## config.mk

```make
export PLATFORM = sky130hd
export DESIGN_NAME = potw_top
export DESIGN_NICKNAME = d
export VERILOG_FILES = /design/src/rtl/potw_pkg.sv /design/src/rtl/potw_sync.sv /design/src/rtl/potw_rx.sv /design/src/rtl/potw_bank.sv /design/src/rtl/potw_top.sv
export SDC_FILE = /design/constraint.sdc
export NUM_CORES = 1
export LEC_CHECK = 0
export BUFFER_PORTS_ARGS = -buffer_cell sky130_fd_sc_hd__buf_2
export CORE_MARGIN = 5
export CORE_UTILIZATION = 50
export CTS_CLUSTER_SIZE = 14
export DETAILED_ROUTE_END_ITERATION = 7
export PLACE_DENSITY_LB_ADDON = 0.2
export SLEW_MARGIN = 25
export SYNTH_ARGS = -nofsm -noshare
export SYNTH_HDL_FRONTEND = slang
export SYNTH_SLANG_ARGS = --single-unit
```

## constraint.sdc

```tcl
create_clock -name clk -period 3.8 [get_ports clk]
set_input_delay 0 -clock clk [delete_from_list [all_inputs] [get_ports clk]]
set_output_delay 0 -clock clk [all_outputs]
set_load 0.005 [all_outputs]
```

## src/rtl/potw_pkg.sv

```systemverilog
package potw_pkg;
    localparam int unsigned NUM_CH  = 2;
    localparam int unsigned BYTE_W  = 8;
    localparam int unsigned CNT_W   = $clog2(BYTE_W) + 1;
    localparam int unsigned CH_W    = (NUM_CH > 1) ? $clog2(NUM_CH) : 1;
    localparam int unsigned CH_TAPS [NUM_CH] = '{100, 256};

    typedef enum logic [2:0] {
        ST_IDLE, ST_ADDR, ST_INSTR, ST_DATA, ST_ACK, ST_HOLD
    } rx_state_e;

    typedef struct packed {
        rx_state_e           state;
        rx_state_e           after;
        logic [BYTE_W-1:0]   shreg;
        logic [CNT_W-1:0]    cnt;
        logic                ack_pend;
        logic                pull;
        logic                wt;
        logic [CH_W-1:0]     ch;
        logic                wr_vld;
        logic                wr_nv;
        logic [CH_W-1:0]     wr_ch;
        logic [BYTE_W-1:0]   wr_val;
    } rx_regs_t;
endpackage

```

## src/rtl/potw_sync.sv

```systemverilog
module potw_sync #(
    parameter int unsigned STAGES  = 2,
    parameter logic        IDLE_LV = 1'b1
) (
    input  logic clk,
    input  logic rst_n,
    input  logic din,
    output logic level,
    output logic rise,
    output logic fall
);
    logic [STAGES:0] pipe_d, pipe_q;

    always_comb begin
        pipe_d = {pipe_q[STAGES-1:0], din};
        if (!rst_n) pipe_d = {(STAGES+1){IDLE_LV}};
    end

    always_ff @(posedge clk) begin
        pipe_q <= pipe_d;
    end

    assign level = pipe_q[STAGES-1];
    assign rise  =  pipe_q[STAGES-1] & ~pipe_q[STAGES];
    assign fall  = ~pipe_q[STAGES-1] &  pipe_q[STAGES];
endmodule

```

## src/rtl/potw_rx.sv

```systemverilog
module potw_rx
    import potw_pkg::*;
#(
    parameter logic [BYTE_W-1:0] DEV_ADDR = 8'hAE
) (
    input  logic              clk,
    input  logic              rst_n,
    input  logic              scl_lv,
    input  logic              scl_rise,
    input  logic              scl_fall,
    input  logic              sda_lv,
    input  logic              sda_rise,
    input  logic              sda_fall,
    output logic              pull,
    output logic              wr_vld,
    output logic              wr_nv,
    output logic [CH_W-1:0]   wr_ch,
    output logic [BYTE_W-1:0] wr_val
);
    localparam logic [CNT_W-1:0] LAST_BIT = CNT_W'(BYTE_W - 1);
    localparam logic [CNT_W-1:0] FULL     = CNT_W'(BYTE_W);

    rx_regs_t r_d, r_q;
    logic [BYTE_W-1:0] nxt_byte;
    logic start_c, stop_c, receiving;

    assign start_c   = scl_lv & sda_fall;
    assign stop_c    = scl_lv & sda_rise;
    assign nxt_byte  = {r_q.shreg[BYTE_W-2:0], sda_lv};
    assign receiving = (r_q.state == ST_ADDR) || (r_q.state == ST_INSTR) ||
                       (r_q.state == ST_DATA);

    always_comb begin
        r_d        = r_q;
        r_d.wr_vld = 1'b0;
        if (start_c) begin
            r_d.state    = ST_ADDR;
            r_d.cnt      = '0;
            r_d.ack_pend = 1'b0;
            r_d.pull     = 1'b0;
        end else if (stop_c) begin
            r_d.state    = ST_IDLE;
            r_d.ack_pend = 1'b0;
            r_d.pull     = 1'b0;
        end else if (scl_rise && receiving && r_q.cnt < FULL) begin
            r_d.shreg = nxt_byte;
            r_d.cnt   = r_q.cnt + 1'b1;
            if (r_q.cnt == LAST_BIT) begin
                unique case (r_q.state)
                    ST_ADDR: begin
                        if (nxt_byte == DEV_ADDR) begin
                            r_d.ack_pend = 1'b1;
                            r_d.after    = ST_INSTR;
                        end else begin
                            r_d.state = ST_HOLD;
                        end
                    end
                    ST_INSTR: begin
                        if (nxt_byte[6:2] == 5'b0 &&
                            32'(nxt_byte[1:0]) < NUM_CH) begin
                            r_d.wt       = nxt_byte[BYTE_W-1];
                            r_d.ch       = nxt_byte[CH_W-1:0];
                            r_d.ack_pend = 1'b1;
                            r_d.after    = ST_DATA;
                        end else begin
                            r_d.state = ST_HOLD;
                        end
                    end
                    default: begin
                        r_d.wr_vld   = 1'b1;
                        r_d.wr_nv    = r_q.wt;
                        r_d.wr_ch    = r_q.ch;
                        r_d.wr_val   = nxt_byte;
                        r_d.ack_pend = 1'b1;
                        r_d.after    = ST_HOLD;
                    end
                endcase
            end
        end else if (scl_fall) begin
            if (r_q.state == ST_ACK) begin
                r_d.pull  = 1'b0;
                r_d.state = r_q.after;
                r_d.cnt   = '0;
            end else if (r_q.ack_pend) begin
                r_d.pull     = 1'b1;
                r_d.ack_pend = 1'b0;
                r_d.state    = ST_ACK;
            end
        end
        if (!rst_n) begin
            r_d       = '0;
            r_d.state = ST_IDLE;
            r_d.after = ST_IDLE;
        end
    end

    always_ff @(posedge clk) begin
        r_q <= r_d;
    end

    assign pull   = r_q.pull;
    assign wr_vld = r_q.wr_vld;
    assign wr_nv  = r_q.wr_nv;
    assign wr_ch  = r_q.wr_ch;
    assign wr_val = r_q.wr_val;
endmodule

```

## src/rtl/potw_bank.sv

```systemverilog
module potw_bank
    import potw_pkg::*;
#(
    parameter logic [NUM_CH*BYTE_W-1:0] NV_INIT = {8'd128, 8'd0}
) (
    input  logic                     clk,
    input  logic                     rst_n,
    input  logic                     nv_init_n,
    input  logic                     wel,
    input  logic                     wr_vld,
    input  logic                     wr_nv,
    input  logic [CH_W-1:0]          wr_ch,
    input  logic [BYTE_W-1:0]        wr_val,
    output logic [NUM_CH*BYTE_W-1:0] wipers
);
    for (genvar g = 0; g < NUM_CH; g++) begin : g_ch
        localparam logic [BYTE_W-1:0] TOP_TAP = BYTE_W'(CH_TAPS[g] - 1);
        logic [BYTE_W-1:0] wcr_d, wcr_q, nv_d, nv_q, clamped;
        logic hit;

        assign hit     = wr_vld & wel & (32'(wr_ch) == g);
        assign clamped = (wr_val > TOP_TAP) ? TOP_TAP : wr_val;

        always_comb begin
            wcr_d = wcr_q;
            nv_d  = nv_q;
            if (hit) begin
                wcr_d = clamped;
                if (wr_nv) nv_d = clamped;
            end
            if (!nv_init_n) nv_d  = NV_INIT[g*BYTE_W +: BYTE_W];
            if (!rst_n)     wcr_d = nv_q;
        end

        always_ff @(posedge clk) begin
            wcr_q <= wcr_d;
            nv_q  <= nv_d;
        end

        assign wipers[g*BYTE_W +: BYTE_W] = wcr_q;
    end
endmodule

```

## src/rtl/potw_top.sv

```systemverilog
module potw_top
    import potw_pkg::*;
#(
    parameter logic [BYTE_W-1:0]        DEV_ADDR    = 8'hAE,
    parameter int unsigned              SYNC_STAGES = 2,
    parameter logic [NUM_CH*BYTE_W-1:0] NV_INIT     = {8'd128, 8'd0}
) (
    input  logic              clk,
    input  logic              rst_n,
    input  logic              nv_init_n,
    input  logic              scl_i,
    input  logic              sda_i,
    input  logic              wel_i,
    output logic              sda_pull_o,
    output logic [BYTE_W-1:0] wiper_c100_o,
    output logic [BYTE_W-1:0] wiper_c256_o
);
    logic [1:0] pad_in, lv, rise, fall;
    logic wr_vld, wr_nv;
    logic [CH_W-1:0] wr_ch;
    logic [BYTE_W-1:0] wr_val;
    logic [NUM_CH*BYTE_W-1:0] wipers;

    assign pad_in = {sda_i, scl_i};

    for (genvar l = 0; l < 2; l++) begin : g_line
        potw_sync #(.STAGES(SYNC_STAGES), .IDLE_LV(1'b1)) u_sync (
            .clk(clk), .rst_n(rst_n), .din(pad_in[l]),
            .level(lv[l]), .rise(rise[l]), .fall(fall[l])
        );
    end

    potw_rx #(.DEV_ADDR(DEV_ADDR)) u_rx (
        .clk(clk), .rst_n(rst_n),
        .scl_lv(lv[0]), .scl_rise(rise[0]), .scl_fall(fall[0]),
        .sda_lv(lv[1]), .sda_rise(rise[1]), .sda_fall(fall[1]),
        .pull(sda_pull_o), .wr_vld(wr_vld), .wr_nv(wr_nv),
        .wr_ch(wr_ch), .wr_val(wr_val)
    );

    potw_bank #(.NV_INIT(NV_INIT)) u_bank (
        .clk(clk), .rst_n(rst_n), .nv_init_n(nv_init_n), .wel(wel_i),
        .wr_vld(wr_vld), .wr_nv(wr_nv), .wr_ch(wr_ch), .wr_val(wr_val),
        .wipers(wipers)
    );

    assign wiper_c100_o = wipers[BYTE_W-1:0];
    assign wiper_c256_o = wipers[2*BYTE_W-1:BYTE_W];
endmodule

```

# Yosys cells after proc, flatten, opt, wreduce, memory -nomap -nowiden

Cells that the tools add are included.

Equal/unequal tests: 22
Bitwise gates (word level): 20
Reduce and logical (&&, ||, !) cells: 26
Magnitude comparators: 4
$add $sub $neg: 1
Multiplexer cells: 34

Operator list:

| kind                                                          | number |
|---|---|
| two-way mux 8 bit                                             | 6 |
| two-way mux 3 bit                                             | 8 |
| AND reduction 6 bit                                           | 4 |
| two-way mux 6 bit                                             | 2 |
| != test 3 bit, second input constant                          | 4 |
| one-hot mux 3 bit (2 select lines)                            | 2 |
| two-way mux 11 bit                                            | 1 |
| inverter 1 bit                                                | 11 |
| != test 5 x 3 -> 1 bit, second input constant                 | 2 |
| AND reduction 5 bit                                           | 2 |
| AND 1 bit                                                     | 9 |
| AND reduction 3 bit                                           | 3 |
| equality test 8 bit, second input constant                    | 1 |
| greater-than comparator 8 x 7 -> 1 bit, second input constant | 1 |
| greater-than comparator 8 bit, second input constant          | 1 |
| two-way mux 1 bit                                             | 8 |
| two-way mux 2 bit                                             | 4 |
| equality test 3 x 2 -> 1 bit, second input constant           | 2 |
| != test 2 x 1 -> 1 bit, second input constant                 | 3 |
| != test 2 bit, second input constant                          | 3 |
| != test 6 x 1 -> 1 bit, second input constant                 | 1 |
| zero test 5 bit                                               | 1 |
| two-way mux 5 bit                                             | 1 |
| != test 5 x 1 -> 1 bit, second input constant                 | 1 |
| other kinds (20)                                              | 26 |

Input bits: 6
Register bits after elaboration: 70
Output and inout bits: 17

# Logic depth before layout (Yosys ltp)

Word-level depth: 11
Mapped depth: 7

# Hierarchy

From an unflattened synthesis, not the netlist that was laid out.

Cell total of the unflattened synthesis: 308
Area, all modules: 3055.4 sq um

By module, submodules not included:

| module    | area each (sq um) | seq. area each (sq um) | cells an instance | times used |
|---|---|---|---|---|
| potw_rx   | 1577.8            | 640.6                  | 173               | 1 |
| potw_bank | 1295.0            | 800.8                  | 119               | 1 |
| potw_sync | 91.3              | 60.1                   | 8                 | 2 |

# Least setup slack after synthesis

Ideal clock, no wire load.

Path type: register to register
From: register u_rx.r_q[32] in the netlist's numbering
To: register u_rx.r_q[11] in the netlist's numbering
Slack: 1733 ps
Data arrival time: 1951 ps
Buffers on the path: 2
Cell stages (with the launch flop): 8
Required time: 3684 ps
Cells stage by stage: dfxtp_1 -> or4b_1 -> buf_2 -> a211o_1 -> buf_6 -> nor4_4 -> mux2i_1 -> nor2b_1

Longest elaborated chain between the ends: 6

Ends and longest elaborated chain:

| what                                                                         | RTL line                     | RTL |
|---|---|---|
| start, declared                                                              | potw_rx.sv:23                | `rx_regs_t r_d, r_q;` |
| start signal, assigned                                                       | potw_rx.sv:98                | `r_q <= r_d;` |
| equality test 3 x 1 -> 1 bit or equality test 3 x 2 -> 1 bit (tied branches) | potw_rx.sv:30, potw_rx.sv:49 |  |
| logical OR 1 bit (2 in a row)                                                | potw_rx.sv:30                | `assign receiving = (r_q.state == ST_ADDR) \|\| (r_q.state == ST_INSTR) \|\|` |
| logical AND 1 bit (2 in a row)                                               | potw_rx.sv:45                | `end else if (scl_rise && receiving && r_q.cnt < FULL) begin` |
| AND reduction 6 bit (no source line) *                                       | -                            |  |

Mark *: on every way between the ends. The rest lies on a longest branch, timed or not.
A chain may end at the register's enable or synchronous reset.

# Worst setup path in the final report

From: register u_rx.r_q[32] in the netlist's numbering
To: register u_rx.r_q (netlist bit u_rx.wr_val[5])

Longest elaborated chain between the ends: 6

Ends and longest elaborated chain:

| what                                                                         | RTL line |
|---|---|
| equality test 3 x 1 -> 1 bit or equality test 3 x 2 -> 1 bit (tied branches) | potw_rx.sv:30, potw_rx.sv:49 |
| logical OR 1 bit (2 in a row)                                                | potw_rx.sv:30 |
| logical AND 1 bit (2 in a row)                                               | potw_rx.sv:45 |
| AND reduction 5 bit (no source line) *                                       | - |

Marks and branches as above.

==> results.txt <==
The final cell count without fillers came out at 398. The clock tree buffer depth came out at 2. The flow ran to the end, and the final reports show no timing, DRC or antenna violations. The count of routing violations after the opening detailed-route iteration is 65.

The via count came out at around 2.1k. After synthesis, the share of flip-flops with an asynchronous set or reset is 0%. The category of the worst setup path capture point is a flop. The shortest clock period the worst path allows after layout came out at 2381 ps.

The first-pass GRT wire length is 9611 um. The number of synthesized flops with an enable pin came out at 16. The share of total power dissipated in sequential elements is 57.3%. The layout overhead on the synthesized area is 12.28%. The first-pass detailed-route iteration total is 5. CTS saw 70 sinks. For the final routed database, the setup TNS stands at 0 ps. The cell row count came out at 28. The final weighted congestion in routability-driven placement came out at 0.8991.

Among all flip-flop cells after synthesis, the most frequent one is sky130_fd_sc_hd__dfxtp_1. The global-route total usage across every layer came out at between 10% and 20%. The floorplan step defined a core boundary enclosing 0.005816 mm2.

The count of state elements after synthesis came out at 70. The power per standard cell area came out at ~410 mW/mm2. The sequential element share of the synthesized area came out at between 50% and 60%.

The final clock period utilization by the worst path is 62.67%. The detailed-route vias per instance is 5.264. The max-capacitance violation count is 0.

In the final routed layout, each cell accounts on average for 13.65 um. The worst setup path is of the flop to flop kind. The arrival time at the worst endpoint came out at approximately 2600 ps.

The number of placed I/O pins is 23. The post-route netlist has 16.41% of its cells at a drive strength greater than 1. Summing all multi-input logic gate instances after layout gives around 0.0013 mm2. The placed cell area is around 0.0031 mm2. The effective utilization at floorplan came out at between 50 and 60%. The leakage dissipation came out at 0.001350 uW. The area enclosed by the die boundary came out at 0.007546 mm2. The clock transition at the registers of the reported paths is 80 ps. The detailed-placement wirelength estimate is 3722 um. The share of power burned in the clock network came out at 39.2%. Setup repair after global routing left no endpoint under its margin. Measured against its own limit, the worst slew margin works out to 49.64%. The synthesized net count is 300.

The total net switching power came out at 322.8 uW. The die boundary height came out at 86.87 um. The antenna diode instance count is 0. The total of cells resized after clock tree synthesis is 0. The deepest level of the CTS H-tree came out at 3. The start of the worst register-to-register path is u_rx.r_q[32]. The worst-path cell with the longest stage delay is sky130_fd_sc_hd__or4b_1. The number of global-route vias before repair is just over 2k. Cell internal power was estimated by the tool at just over 1000 uW. The number of filler instances in the final layout came out at 540.

TritonCTS built the clock tree. The worst-case register-to-register setup slack is approximately 1400 ps. Synthesis handed over a netlist of 293 instances. At the worst endpoint, the required time is 4030 ps. Including well taps, the total number of placed cells is 379. The switching portion of total power is 23.91%. The part of the total power dissipated in combinational logic is 3.5%. Entering global routing, the biggest net connects 48 pins. The final wirelength is 5434 um.

Dividing the synthesized area by the synthesized cell count gives 10.08 um2. The number of buffers created by CTS is 9. The die is around 87 um wide. In this run the critical register-to-register path is captured at u_rx.wr_val[5]. The number of setup violations in the final report came out at 0. The master cell of the clock root buffer is sky130_fd_sc_hd__clkbuf_8. The number of antenna violations at the first check in global routing is 0. The remaining antenna violation count is 0.

In this run the worst hold path is classified as primary input to flop. The largest driver fanout on the critical path came out at 10. In this run the most critical hold path is launched from rst_n. The sequential cell area came out at 0.001562 mm2. For this run, design rule violations remaining after detail routing come to 0. The number of port buffers came out at 22. The post-route clock skew came out at 9.019 ps. The number of max-slew violations in the final report is 0. On the worst path, the slowest cell contributes a delay of about 660 ps. The actual slew at the worst max-slew pin came out at about 750 ps. The area of all placed cells without fillers is 0.003317 mm2. For hold timing, the worst endpoint is u_bank.g_ch[0].wcr_q[5]. The final net count came out at 325. The count of final hold-check violations is 0.

The count of warnings emitted by yosys came out at 0. The depth of the worst register-to-register path is 5. The number of different library cells in the post-synthesis netlist is 42. Traced cell by cell, the critical path runs through or4b_1 -> a2111oi_2 -> o21ai_2 -> mux2i_1 -> nor2b_1. The maximum vdd ir drop is about 0.22 mV. The total standard cell area after synthesis is a little under 0.003 mm2. The achievable clock frequency is 419.9 MHz.

STA classifies the critical path startpoint as a flop. The total congestion overflow after global routing is 0. The clock latency on the worst-skew pair is ~340 ps.

The cell count of the worst hold path came out at 2.
[area by class of cell]
type / count / share of cell area [%]
clock buffers: 9 / 3.734
clock inverters: 7 / 1.509
flip-flops and latches: 70 / 47.08
repair buffers: 26 / 4.451
well taps: 75 / 2.829
inverters: 6 / 0.6790
multi-input cells: 205 / 39.72
[state kept, by name (all words and copies together) (netlist names)]
name and cells:
u_rx.wr_nv 1, u_rx.r_q 13, u_rx.pull 1, u_bank.g_ch.nv_q 16, u_bank.g_ch.wcr_q 16, u_rx.wr_ch 1, u_rx.wr_vld 1, u_rx.wr_val 8
g_line.u_sync.pipe_q 6, u_rx.nxt_byte 7
[stage by stage]
step	hold WS [ps]	worst slack (ps)	total power, uW	utilization, %
5_1_grt	81.40	1247	1420	57.04
6_report	87.36	1419	1350	57.04
2_1_floorplan	101.5	1733	819.5	-
3_5_place_dp	185.8	1441	836.3	53.53
3_3_place_gp	183.6	1312	836.1	53.46
4_1_cts	75.84	1415	1364	57.04
[timing repair]
action	CTS	global route
endpoints found under the hold margin	3	0
setup buffers	0	0
hold buffers	3	0
[power groups by stage]
| stage | clock [uW] | sequential [uW] | combinational, uW |
|---|---|---|---|
| detailed placement | 0 | 791 | 45.5 |
| finish | 529 | 773 | 47.5 |
| global placement | 0 | 791 | 45.4 |
| floorplan | 0 | 791 | 28.4 |
| CTS | 542 | 774 | 48.1 |
| global route | 592 | 774 | 53.4 |
[cells in the mapped netlist, types with 3 or more instances]
cell type,instances,area share (%)
sky130_fd_sc_hd__a21boi_0,13,3.3
sky130_fd_sc_hd__a21oi_1,9,1.5
sky130_fd_sc_hd__and2_1,3,0.64
sky130_fd_sc_hd__buf_2,3,0.51
sky130_fd_sc_hd__clkbuf_1,8,1.0
sky130_fd_sc_hd__dfxtp_1,54,37
sky130_fd_sc_hd__edfxtp_1,16,16
sky130_fd_sc_hd__inv_1,6,0.76
sky130_fd_sc_hd__mux2_2,8,3.0
sky130_fd_sc_hd__mux2i_1,22,7.5
sky130_fd_sc_hd__nand2_1,41,5.2
sky130_fd_sc_hd__nand2b_1,5,1.1
sky130_fd_sc_hd__nand3_1,13,2.2
sky130_fd_sc_hd__nor2_1,18,2.3
sky130_fd_sc_hd__nor2b_1,23,4.9
sky130_fd_sc_hd__nor3_1,5,0.85
sky130_fd_sc_hd__o211a_1,4,1.4
sky130_fd_sc_hd__o21ai_0,11,1.9
[kinds of logic after synthesis]
| logic type | count (synthesis) | synth area share [%] |
|---|---|---|
| XOR/XNOR | 3 | 0.8896 |
| AO/OA/AOI/OAI | 48 | 11.22 |
| flip-flops | 70 | 52.86 |
| buffers and inverters | 18 | 2.668 |
| AND/OR/NAND/NOR | 123 | 21.43 |
| adder cells (fa/ha/maj) | 1 | 0.4235 |
| multiplexers | 30 | 10.50 |
[placed cells by master, fill, tap and decap left out, types with 4 or more instances in the layout]
master	Yosys	final
sky130_fd_sc_hd__nand3_1	13	13
sky130_fd_sc_hd__nand2b_1	5	5
sky130_fd_sc_hd__inv_1	6	6
sky130_fd_sc_hd__nor2_1	18	18
sky130_fd_sc_hd__o21ai_0	11	9
sky130_fd_sc_hd__nand2_1	41	41
sky130_fd_sc_hd__o211a_1	4	4
sky130_fd_sc_hd__buf_2	3	22
sky130_fd_sc_hd__a21oi_1	9	9
sky130_fd_sc_hd__mux2i_1	22	22
sky130_fd_sc_hd__nor2b_1	23	23
sky130_fd_sc_hd__edfxtp_1	16	16
sky130_fd_sc_hd__dfxtp_1	54	54
sky130_fd_sc_hd__mux2_2	8	8
sky130_fd_sc_hd__nor3_1	5	5
sky130_fd_sc_hd__a21boi_0	13	13
sky130_fd_sc_hd__clkbuf_8	0	9
[worst max-delay path: cells and delay by family (launching register included)]
kind	cells	cell delay (ps)
flops	1	370
simple gates	2	720
compound gates	2	950
mux	1	230
[how the worst max path moves through the flow]
stage / start / endpoint / slack [ps] / cells past startpoint
2_1_floorplan: u_rx.r_q[32] / u_rx.r_q[11] / 1730 / 7
3_3_place_gp: g_line[0].u_sync.pipe_q[1] / u_rx.wr_val[3] / 1310 / 5
3_5_place_dp: u_rx.r_q[32] / u_rx.wr_nv / 1440 / 5
4_1_cts: g_line[0].u_sync.pipe_q[1] / u_rx.wr_nv / 1410 / 5
5_1_grt: u_rx.r_q[32] / u_rx.wr_val[5] / 1250 / 5
6_report: u_rx.r_q[32] / u_rx.wr_val[5] / 1420 / 5
[routing by layer]
layer	vias to the layer above	GRT usage (%)	wire length, um	part of all wire [%]
li1	1073	-	-	-
met1	973	19.95	2556	47
met2	37	26.85	2534	47
met3	12	3.500	223	4.1
met4	0	9.065	119	2.2
met5	-	0	0	0
No activity file was read; power rests on OpenSTA's default activity.
